==> src/rtl/reg_err_pkg.sv <==
package reg_err_pkg;

  typedef enum logic [1:0] {SZ_NONE = 2'd0, SZ_BYTE = 2'd1, SZ_WORD = 2'd2} reg_size_e;
  typedef enum logic [1:0] {ACC_RW = 2'd0, ACC_RO = 2'd1, ACC_WO = 2'd2} reg_acc_e;

  typedef struct packed {
    reg_size_e size;
    reg_acc_e  acc;
  } reg_attr_t;

  // event vector order: {pec, bad_cmd, bad_data, comm}
  localparam int unsigned EV_N = 4;

  function automatic reg_attr_t attr_of(input int unsigned a);
    reg_attr_t r;
    r.size = SZ_NONE;
    r.acc  = ACC_RW;
    if (a <= 32'h0F)      begin r.size = SZ_BYTE; r.acc = ACC_RW; end
    else if (a <= 32'h1F) begin r.size = SZ_WORD; r.acc = ACC_RW; end
    else if (a <= 32'h27) begin r.size = SZ_WORD; r.acc = ACC_RO; end
    else if (a <= 32'h2F) begin r.size = SZ_BYTE; r.acc = ACC_RO; end
    else if (a <= 32'h33) begin r.size = SZ_BYTE; r.acc = ACC_WO; end
    else if (a <= 32'h37) begin r.size = SZ_WORD; r.acc = ACC_WO; end
    return r;
  endfunction

  function automatic int unsigned size_bytes(input reg_size_e s);
    case (s)
      SZ_BYTE: return 1;
      SZ_WORD: return 2;
      default: return 0;
    endcase
  endfunction

endpackage

==> src/rtl/reg_attr_rom.sv <==
module reg_attr_rom
  import reg_err_pkg::*;
#(
  parameter int unsigned ADDR_W = 8
) (
  input  logic [ADDR_W-1:0] addr_i,
  output reg_attr_t         attr_o
);
  localparam int unsigned DEPTH = 1 << ADDR_W;

  reg_attr_t table_q [DEPTH];

  for (genvar i = 0; i < DEPTH; i++) begin : g_ent
    assign table_q[i] = attr_of(i);
  end

  assign attr_o = table_q[addr_i];
endmodule

==> src/rtl/reg_err_decide.sv <==
module reg_err_decide
  import reg_err_pkg::*;
#(
  parameter int unsigned LEN_W = 3,
  parameter int unsigned PEC_W = 8
) (
  input  logic             valid_i,
  input  logic             read_i,
  input  reg_attr_t        attr_i,
  input  logic [LEN_W-1:0] len_i,
  input  logic             pec_en_i,
  input  logic [PEC_W-1:0] pec_rx_i,
  input  logic [PEC_W-1:0] pec_calc_i,
  output logic [EV_N-1:0]  ev_o,
  output logic             wr_ok_o
);
  logic pec_bad, undef, size_bad, acc_bad;

  assign pec_bad  = pec_en_i && (pec_rx_i != pec_calc_i);
  assign undef    = (attr_i.size == SZ_NONE);
  assign size_bad = (32'(len_i) != size_bytes(attr_i.size));
  assign acc_bad  = (read_i && attr_i.acc == ACC_WO) || (!read_i && attr_i.acc == ACC_RO);

  always_comb begin
    ev_o    = '0;
    wr_ok_o = 1'b0;
    if (valid_i) begin
      if (pec_bad)       ev_o[3] = 1'b1;
      else if (undef)    ev_o[2] = 1'b1;
      else if (size_bad) ev_o[1] = 1'b1;
      else if (acc_bad)  ev_o[0] = 1'b1;
      else               wr_ok_o = !read_i;
    end
  end
endmodule

==> src/rtl/reg_access_err_classifier.sv <==
module reg_access_err_classifier
  import reg_err_pkg::*;
#(
  parameter int unsigned ADDR_W = 8,
  parameter int unsigned LEN_W  = 3,
  parameter int unsigned PEC_W  = 8
) (
  input  logic              clk_i,
  input  logic              rst_ni,
  input  logic              txn_valid_i,
  input  logic              txn_read_i,
  input  logic [ADDR_W-1:0] txn_addr_i,
  input  logic [LEN_W-1:0]  txn_len_i,
  input  logic              pec_en_i,
  input  logic [PEC_W-1:0]  pec_rx_i,
  input  logic [PEC_W-1:0]  pec_calc_i,
  output logic              ev_pec_o,
  output logic              ev_bad_cmd_o,
  output logic              ev_bad_data_o,
  output logic              ev_comm_o,
  output logic              wr_en_o
);
  reg_attr_t       attr;
  logic [EV_N-1:0] ev_d, ev_q;
  logic            wr_d, wr_q;

  reg_attr_rom #(.ADDR_W(ADDR_W)) u_rom (
    .addr_i (txn_addr_i),
    .attr_o (attr)
  );

  reg_err_decide #(.LEN_W(LEN_W), .PEC_W(PEC_W)) u_decide (
    .valid_i    (txn_valid_i),
    .read_i     (txn_read_i),
    .attr_i     (attr),
    .len_i      (txn_len_i),
    .pec_en_i   (pec_en_i),
    .pec_rx_i   (pec_rx_i),
    .pec_calc_i (pec_calc_i),
    .ev_o       (ev_d),
    .wr_ok_o    (wr_d)
  );

  always_ff @(posedge clk_i or negedge rst_ni) begin
    if (!rst_ni) begin
      ev_q <= '0;
      wr_q <= 1'b0;
    end else begin
      ev_q <= ev_d;
      wr_q <= wr_d;
    end
  end

  assign {ev_pec_o, ev_bad_cmd_o, ev_bad_data_o, ev_comm_o} = ev_q;
  assign wr_en_o = wr_q;
endmodule

==> config.mk <==
export PLATFORM = sky130hd
export DESIGN_NAME = reg_access_err_classifier
export DESIGN_NICKNAME = d
export VERILOG_FILES = /design/src/rtl/reg_err_pkg.sv /design/src/rtl/reg_attr_rom.sv /design/src/rtl/reg_err_decide.sv /design/src/rtl/reg_access_err_classifier.sv
export SDC_FILE = /design/constraint.sdc
export NUM_CORES = 1
export LEC_CHECK = 0
export CAP_MARGIN = 25
export CORE_MARGIN = 2
export CORE_UTILIZATION = 31
export DETAILED_ROUTE_END_ITERATION = 16
export GPL_TIMING_DRIVEN = 0
export PLACE_DENSITY = 0.77
export SLEW_MARGIN = 20
export SYNTH_ARGS = -nofsm -noshare
export SYNTH_HDL_FRONTEND = slang
export SYNTH_SLANG_ARGS = --single-unit
==> constraint.sdc <==
create_clock -name clk_i -period 0.8 [get_ports clk_i]
set_input_delay 0.16 -clock clk_i [delete_from_list [all_inputs] [get_ports clk_i]]
set_output_delay 0.16 -clock clk_i [all_outputs]
set_load 0.01 [all_outputs]
==> flow_summary.json, run 1 <==
{
  "status": "finished, violations left",
  "crit_end": "ev_q[2]$_DFF_PN0_",
  "tns_ns": -1.51,
  "drt_pass1_iterations": 4,
  "endpoint_kind": "flop",
  "nFillCells": 106,
  "dieArea_um2": 1810,
  "synth.area.mux_share_pct": 2.17,
  "grt_max_degree": 9,
  "syn_nets": 84,
  "powerDensity_nw_per_um2": 995,
  "critical-path-top-delay-family": "simple AND/OR/NAND/NOR gates",
  "cts_htree_levels": 1,
  "synth_simple_gate_area_share_pct": 29.6,
  "slowest_delay_ns": 0.30,
  "seq_area_um2": 125,
  "clock.fmax_mhz": 966,
  "final_core_util_pct": 69.2,
  "synth-compound-area-share_pct": 21.2,
  "io_pins": 37,
  "ys_ff_latch": 5,
  "drt-total-wl_um": 1710,
  "drv_slew": 0,
  "dp_hpwl_um": 1130,
  "cts_tree": "yes",
  "required_ns": 0.95,
  "antenna_cells": 0,
  "clock_path_buffers": 2,
  "ir_drop_mv": 0.377,
  "gr-usage-all-layers_pct": 19.4,
  "drc": 0,
  "finalSetupViolCount": 10,
  "cp_data_arrival_time_ns": 1.19,
  "num_vias": 585,
  "violations": "negative setup slack",
  "antenna_left": 0,
  "ys_seq_area_share_pct": 27.2,
  "clk_pin_slew_ns": 0.04,
  "synth_top_family_by_area": "simple AND/OR/NAND/NOR gates",
  "initial_utilization_pct": 34.1,
  "syn-cell-area_um2": 460,
  "vias_per_cell": 5.27,
  "layout.nets": 129,
  "globalRouteOverflowTotal": 0,
  "cts_root_buf": "clkbuf_4",
  "cts_sinks": 5,
  "grt_pass1_wl_um": 2640,
  "yosys_warnings": 0,
  "period_needed_ns": 1.04,
  "hold_path_class": "in -> async",
  "max_cap_viol_count": 0,
  "grt_antenna_before_repair": 0,
  "synth_xor_area_share_pct": 15.2,
  "grt_pass1_vias": 604,
  "leakage_nw": 0.446,
  "timing.critical_path.buf_inv": 2,
  "first_iter_violations": 8,
  "synth_cell_types": 28,
  "synth_cells": 52,
  "core_area_um2": 1350,
  "slew_headroom_pct": 78.9,
  "port_buffers": 34,
  "drive_gt1_share_pct": 57.3,
  "die_width_um": 42.5,
  "cts_inserted_buffers": 3,
  "place.gp.congestion": 0.718,
  "cp_slowest_cell": "nor4_4",
  "rsz0062_at_grt": "yes",
  "cp_max_fo": 2,
  "final_hold_viol_count": 0,
  "critPathLaunch": "pec_calc_i[0]",
  "worstSetupPathType": "in -> reg",
  "fin_ws_ns": -0.236,
  "rows": 13,
  "cts_hold_buf": 0,
  "tightestPinTransition_ns": 0.316,
  "multiInputGateArea_um2": 429,
  "synth_fa_ha_area_share_pct": 0,
  "crit_cells": 6,
  "min_period_over_period_pct": 129,
  "die_h_um": 42.5,
  "wl_per_cell_um": 15.4,
  "path_cells": "buf_6 -> xor2_2 -> nor4_4 -> a21boi_2 -> buf_4 -> nor3b_2",
  "area_growth_pct": 103,
  "critPathLaunchType": "primary input",
  "avgSynthCellArea_um2": 8.85,
  "total_power_mw": 0.930
}
## through the flow
stage | worst slack, ns | hold WS, ns | instance area (um2) | instances
floorplan | -0.183 | -0.136 | 492 | 52
global placement | -0.848 | 0.390 | 851 | 101
detailed placement | -0.914 | 0.399 | 851 | 101
CTS | -0.198 | 0.145 | 917 | 110
global route | -0.297 | 0.154 | 935 | 111
finish | -0.236 | 0.146 | 935 | 111
## placed cells by master, fill, tap and decap left out, types with 2 or more instances in the layout
| cell | n |
|---|---|
| nand2b_1 | 3 |
| buf_6 | 5 |
| o22ai_1 | 2 |
| clkdlybuf4s50_1 | 3 |
| clkbuf_2 | 2 |
| dfrtp_1 | 5 |
| dlygate4sd2_1 | 3 |
| and2_4 | 2 |
| buf_4 | 6 |
| nand2_1 | 3 |
| a21oi_1 | 2 |
| a221oi_2 | 2 |
| buf_2 | 18 |
| clkbuf_4 | 3 |
| inv_1 | 3 |
| xor2_1 | 7 |
| buf_8 | 3 |
## logic make-up (layout without fill, tap and decap cells)
logic type | Yosys count | count (layout)
and+or+nand+nor | 21 | 21
buffers and inverters | 5 | 49
muxes | 1 | 1
AOI/OAI and AO/OA | 12 | 12
DFF | 5 | 5
xor gates and xnor gates | 8 | 8
## registers in the layout, indices dropped and copies added, names as in the netlist
register / flops
wr_en_o: 1
ev_q: 4
## how the worst min path moves through the flow
| stage | cells past startpoint | slack [ns] | end | start |
|---|---|---|---|---|
| 3_5_place_dp | 1 | 0.40 | ev_q[1]$_DFF_PN0_ | rst_ni |
| 2_1_floorplan | 0 | -0.14 | ev_q[0]$_DFF_PN0_ | rst_ni |
| 5_1_grt | 1 | 0.15 | ev_q[1]$_DFF_PN0_ | rst_ni |
| 3_3_place_gp | 1 | 0.39 | ev_q[1]$_DFF_PN0_ | rst_ni |
| 4_1_cts | 1 | 0.15 | ev_q[1]$_DFF_PN0_ | rst_ni |
| 6_report | 1 | 0.15 | ev_q[1]$_DFF_PN0_ | rst_ni |
## synthesized netlist by cell type
cell type	instances	share of area (%)
and2_1	2	2.7
nor2b_1	1	1.4
a21boi_0	1	1.6
inv_1	3	2.4
nand3_1	1	1.1
a221oi_1	1	1.9
a221oi_2	1	3.3
a211oi_2	1	2.7
nor4bb_1	1	2.2
nand2b_1	4	5.4
dfrtp_1	5	27
nor3b_1	1	1.6
xor2_1	8	15
nor3_1	2	2.2
o21ai_0	1	1.1
nor4_1	2	2.7
and2b_1	1	1.6
nand3b_1	1	1.6
mux2i_1	1	2.2
buf_2	2	2.2
nor4b_1	1	1.9
a311oi_1	1	1.9
o221ai_1	1	1.9
o2111ai_1	1	1.9
and4bb_1	1	2.7
nand2_1	3	2.4
o22ai_1	2	2.7
a21oi_1	2	2.2
## layout make-up
type,instances,area share (%)
buffer,2,2.81
clock buffer,4,2.81
inverter,3,1.20
multi-input combinational,42,45.9
sequential,5,13.4
tap,15,2.01
timing repair buffer,40,31.9
## per-layer routing
metal	global-route usage (%)	share of wire, %
met1	19.9	38
met2	39.4	57
met3	1.72	5.0
met4	6.88	0
met5	0	0
## power breakdown
part / internal (mW) / switching, mW / total (mW)
registers: 0.261 / 0.00154 / 0.262
logic: 0.209 / 0.174 / 0.383
clock network: 0.188 / 0.0967 / 0.285
## repair_timing
| item | CTS | global route |
|---|---|---|
| pin swaps | 21 | 8 |
| setup buffers | 5 | 1 |
| gates resized for setup | 120 | 11 |
| setup endpoints to repair | 10 | 10 |
(Power assumes the default switching activity.)
==> run 2, diff against run 1 <==
- ABC_CLOCK_PERIOD_IN_PS: default -> 800
- GPL_TIMING_DRIVEN: 0 -> default
==> run 2 against run 1 <==
The run still ends with negative setup slack left. Count of clock-buffer cells in the layout unchanged. Sequential cell count unchanged. Largest power group unchanged. Non-clock buffer count up 5. Maximum frequency up 8.1%. First-iteration DRC count down 25%. Sequential power about the same. Critical path depth down 1. Utilization up 2.3 points. Routed wire length down 10%.
==> flow_summary.json, run 2 (synthesis gave the netlist of run 1 again) <==
{
  "tns_ns": -1.04,
  "tightestPinTransition_ns": 0.329,
  "largest_register": "ev_q",
  "drt_pass1_iterations": 4,
  "drt-total-wl_um": 1540,
  "layout.nets": 134,
  "dieArea_um2": 1810,
  "die_h_um": 42.5,
  "cts_sinks": 5,
  "cp_data_arrival_time_ns": 1.11,
  "slowest_delay_ns": 0.26,
  "grt_pass1_vias": 522,
  "ir_drop_mv": 0.507,
  "final_core_util_pct": 71.5,
  "gr-usage-all-layers_pct": 16.8,
  "initial_utilization_pct": 34.1,
  "clk_pin_slew_ns": 0.05,
  "min_period_over_period_pct": 120,
  "path_cells": "dlygate4sd2_1 -> buf_4 -> a311oi_2 -> nand2_1 -> a211oi_2",
  "antenna_cells": 0,
  "nFillCells": 99,
  "slew_headroom_pct": 78.1,
  "required_ns": 0.95,
  "drv_slew": 0,
  "clock.fmax_mhz": 1040,
  "worstSetupPathType": "in -> reg",
  "cts_htree_levels": 1,
  "io_pins": 37,
  "wl_per_cell_um": 13.3,
  "num_vias": 597,
  "area_growth_pct": 110,
  "grt_antenna_before_repair": 0,
  "dp_hpwl_um": 1100,
  "finalSetupViolCount": 10,
  "antenna_left": 0,
  "period_needed_ns": 0.958,
  "fin_ws_ns": -0.158,
  "powerDensity_nw_per_um2": 980,
  "total_power_mw": 0.946,
  "mostFrequentLayoutCells": "buf_2 (14), buf_6 (11), buf_4 (10), xor2_1 (8)",
  "cts_hold_buf": 0,
  "globalRouteOverflowTotal": 0,
  "cts_inserted_buffers": 3,
  "violations": "negative setup slack",
  "rows": 13,
  "leakage_nw": 0.468,
  "port_buffers": 34,
  "die_width_um": 42.5,
  "core_area_um2": 1350,
  "critPathLaunchType": "primary input",
  "status": "finished, violations left",
  "largest_register_ff_count": 4,
  "cp_max_fo": 3,
  "cts_tree": "yes",
  "drc": 0,
  "cts_root_buf": "clkbuf_4",
  "final_common_cell": "buf_2",
  "first_iter_violations": 6,
  "critical-path-top-delay-family": "compound AO/OA/AOI/OAI gates",
  "cp_slowest_cell": "dlygate4sd2_1",
  "drive_gt1_share_pct": 56.4,
  "grt_max_degree": 8,
  "vias_per_cell": 5.15,
  "final_hold_viol_count": 0,
  "endpoint_kind": "flop",
  "place.gp.congestion": 0.719,
  "timing.critical_path.buf_inv": 2,
  "clock_path_buffers": 2,
  "max_cap_viol_count": 0,
  "grt_pass1_wl_um": 2300,
  "rsz0062_at_grt": "yes",
  "hold_path_class": "in -> async"
}
==> run 2: cell count changes in the layout (fill, tap and decap cells not counted), sizes merged <==
cell	previous run	this run
dlygate4sd2	3	5
clkbuf	6	7
clkdlybuf4s15	2	0
buf	32	36
==> run 2: how the worst max path moves through the flow <==
stage                  start                 to  slack [ns]  cells after the start
2_1_floorplan  txn_addr_i[4]  ev_q[1]$_DFF_PN0_       -0.18                      5
3_3_place_gp    txn_len_i[1]  ev_q[1]$_DFF_PN0_       -0.79                      5
3_5_place_dp    txn_len_i[1]  ev_q[1]$_DFF_PN0_       -0.80                      5
4_1_cts        txn_addr_i[4]  ev_q[1]$_DFF_PN0_       -0.19                      6
5_1_grt        txn_addr_i[5]  ev_q[1]$_DFF_PN0_       -0.20                      5
6_report       txn_addr_i[3]  ev_q[1]$_DFF_PN0_       -0.16                      5
==> run 2: what timing repair did <==
action                                 CTS  global route
resized for setup                      107            16
setup buffers                            1             1
setup endpoints to repair               10            10
endpoints found under the hold margin    0             0
gates cloned                             0             0
pin swaps                               21            15
==> run 2: layout make-up <==
cell class                      count  area (um2)  share of cell area (%)
Timing Repair Buffer               47         373                    38.6
Tap cell                           15        18.8                    1.94
Sequential cell                     5         125                    13.0
Multi-Input combinational cell     42         412                    42.6
Inverter                            3        11.3                    1.17
Clock buffer                        4        26.3                    2.72
==> run 2: through the flow <==
| step | setup slack [ns] | hold WS, ns | instance area [um2] | std cells |
|---|---|---|---|---|
| final | -0.158 | 0.132 | 966 | 116 |
| after global routing | -0.204 | 0.146 | 966 | 116 |
| after CTS | -0.185 | 0.138 | 911 | 115 |
| after detailed placement | -0.798 | 0.395 | 907 | 110 |
| after global placement | -0.785 | 0.393 | 907 | 110 |
| after floorplan | -0.183 | -0.136 | 492 | 52 |
==> run 2: per-layer routing <==
metal / up-vias / track usage [%] / part of all wire (%)
li1: 293 / - / -
met1: 278 / 19.6 / 39
met2: 24 / 28.9 / 54
met3: 2 / 3.88 / 6.9
met4: 0 / 7.50 / 0.32
met5: - / 0 / 0
==> run 2: power breakdown <==
| group | switching, mW | leakage (nW) | internal (mW) |
|---|---|---|---|
| sequential | 0.00169 | 0.0677 | 0.261 |
| clock | 0.109 | 0.0150 | 0.189 |
| combinational | 0.160 | 0.385 | 0.226 |
| total | 0.270 | 0.468 | 0.676 |
==> run 3, diff against run 2 <==
- ABC_CLOCK_PERIOD_IN_PS: 800 -> 900
- CORE_AREA: default -> 2 2 39 41
- CORE_MARGIN: 2 -> default
- CORE_UTILIZATION: 31 -> default
- DIE_AREA: default -> 0 0 41 43
- DONT_BUFFER_PORTS: default -> 1
- PLACE_DENSITY: 0.77 -> default
- clock period: 0.8 -> 0.9 ns (I/O delays scaled with it)
==> run 3 against run 2 <==
The run now ends clean. Setup slack better by 0.24 ns. First-iteration DRC count is 50% lower. Sequential cell count stayed put. Hold slack worse by 0.057 ns. Clock power is 14% lower. Via count is 33% lower. Global-route usage is 5.2 points lower. Combinational power is 67% lower. Largest power group is now clock.
==> flow_summary.json, run 3 (synthesis gave the netlist of run 1 again) <==
{
  "status": "finished clean",
  "slew_headroom_pct": 75.0,
  "min_period_over_period_pct": 91.2,
  "wl_per_cell_um": 13.8,
  "hold_path_class": "in -> reg",
  "holdPathEnd": "ev_q[1]$_DFF_PN0_",
  "antenna_cells": 0,
  "finalSetupViolCount": 0,
  "cts_tree": "yes",
  "io_pins": 37,
  "drv_slew": 0,
  "core_area_um2": 1380,
  "endpoint_kind": "flop",
  "rows": 14,
  "layoutNonFillerInstCount": 73,
  "max_cap_viol_count": 0,
  "tns_ns": 0,
  "cts_htree_levels": 1,
  "critical-path-top-delay-family": "simple AND/OR/NAND/NOR gates",
  "period_needed_ns": 0.821,
  "leakage_nw": 0.220,
  "timing.critical_path.buf_inv": 0,
  "clock.fmax_mhz": 1220,
  "die_h_um": 43,
  "drc": 0,
  "cp_data_arrival_time_ns": 0.97,
  "cp_slowest_cell": "nor4_2",
  "critPathLaunchType": "primary input",
  "area_growth_pct": 20.1,
  "ir_drop_mv": 0.240,
  "multiInputGateArea_um2": 345,
  "grt_pass1_wl_um": 1390,
  "cp_max_fo": 5,
  "layout.nets": 90,
  "dieArea_um2": 1760,
  "seq_area_um2": 125,
  "fin_ws_ns": 0.0791,
  "final_core_util_pct": 40.0,
  "powerDensity_nw_per_um2": 1120,
  "min_from": "txn_valid_i",
  "cts_inserted_buffers": 3,
  "cts_setup_buffers": 0,
  "antenna_left": 0,
  "tightestPinTransition_ns": 0.370,
  "mostFrequentLayoutCells": "xor2_1 (8), dfrtp_1 (5), nand2b_1 (4)",
  "drt_pass1_iterations": 2,
  "largest_register": "ev_q",
  "drt-total-wl_um": 1010,
  "grt_antenna_before_repair": 0,
  "clk_pin_slew_ns": 0.04,
  "initial_utilization_pct": 33.3,
  "num_vias": 402,
  "slowest_delay_ns": 0.30,
  "port_buffers": 0,
  "place_ws_ns": -0.213,
  "vias_per_cell": 5.51,
  "first_iter_violations": 3,
  "largest_register_ff_count": 4,
  "worstSetupPathType": "in -> reg",
  "grt_pass1_vias": 385,
  "cts_sinks": 5,
  "path_cells": "xor2_1 -> nor4_2 -> a21boi_2 -> nor3_1",
  "final_hold_viol_count": 0,
  "gr-usage-all-layers_pct": 11.6,
  "required_ns": 1.05,
  "grt_max_degree": 13,
  "final_common_cell": "xor2_1",
  "place.gp.congestion": 0.627,
  "cts_root_buf": "clkbuf_4",
  "clock_path_buffers": 2,
  "die_width_um": 41,
  "drive_gt1_share_pct": 22.8,
  "nFillCells": 137,
  "dp_hpwl_um": 826,
  "post-place-cells": 68,
  "hold_depth": 2,
  "globalRouteOverflowTotal": 0,
  "rsz0062_at_grt": "yes"
}
[run 3: cell count changes in the layout (fill, tap and decap cells not counted), moves of 3 or more]
| cell | before | now |
|---|---|---|
| buf_6 | 11 | 0 |
| buf_2 | 14 | 0 |
| clkdlybuf4s50_1 | 3 | 0 |
| buf_4 | 10 | 2 |
| clkbuf_2 | 3 | 0 |
| dlygate4sd2_1 | 5 | 0 |
[run 3: repair_timing]
| action | 4_1_cts | 5_1_grt |
|---|---|---|
| setup endpoints to repair | 0 | 5 |
| resized for setup | 0 | 3 |
| hold buffers | 1 | 0 |
| endpoints found under the hold margin | 5 | 0 |
[run 3: power breakdown]
group | internal, mW | leakage [nW] | switching (mW) | total, mW
logic | 0.0708 | 0.138 | 0.0557 | 0.126
registers | 0.232 | 0.0677 | 0.00537 | 0.237
clock network | 0.167 | 0.0150 | 0.0880 | 0.255
[run 3: worst max-delay path by stage]
stage                         to     startpoint  depth (start not counted)
6_report       ev_q[0]$_DFF_PN0_  pec_calc_i[7]                          4
2_1_floorplan  ev_q[1]$_DFF_PN0_  txn_addr_i[4]                          5
5_1_grt        ev_q[2]$_DFF_PN0_  pec_calc_i[7]                          4
3_3_place_gp   ev_q[0]$_DFF_PN0_  pec_calc_i[2]                          4
3_5_place_dp   ev_q[0]$_DFF_PN0_  pec_calc_i[2]                          4
4_1_cts        ev_q[2]$_DFF_PN0_  pec_calc_i[2]                          4
[run 3: per-layer routing]
| metal | routed length, um | up-vias | track usage [%] | part of all wire, % |
|---|---|---|---|---|
| li1 | - | 202 | - | - |
| met1 | 356 | 183 | 12.0 | 35 |
| met2 | 553 | 17 | 19.1 | 55 |
| met3 | 98 | 0 | 1.05 | 9.7 |
| met4 | 0 | 0 | 10.0 | 0 |
| met5 | 0 | - | 0 | 0 |
[run 3: layout make-up]
type	instances	share of cell area, %
Multi-Input combinational cell	42	62.4
Tap cell	16	3.62
Inverter	3	2.04
Sequential cell	5	22.6
Clock buffer	4	4.75
Timing Repair Buffer	3	4.52
[run 3: metrics by stage]
stage,power [mW],hold WS (ns),instance area (um2)
2_1_floorplan,0.352,-0.116,492
3_3_place_gp,0.347,-0.115,500
3_5_place_dp,0.351,-0.115,500
4_1_cts,0.624,0.0671,537
5_1_grt,0.651,0.0743,553
6_report,0.619,0.0746,553
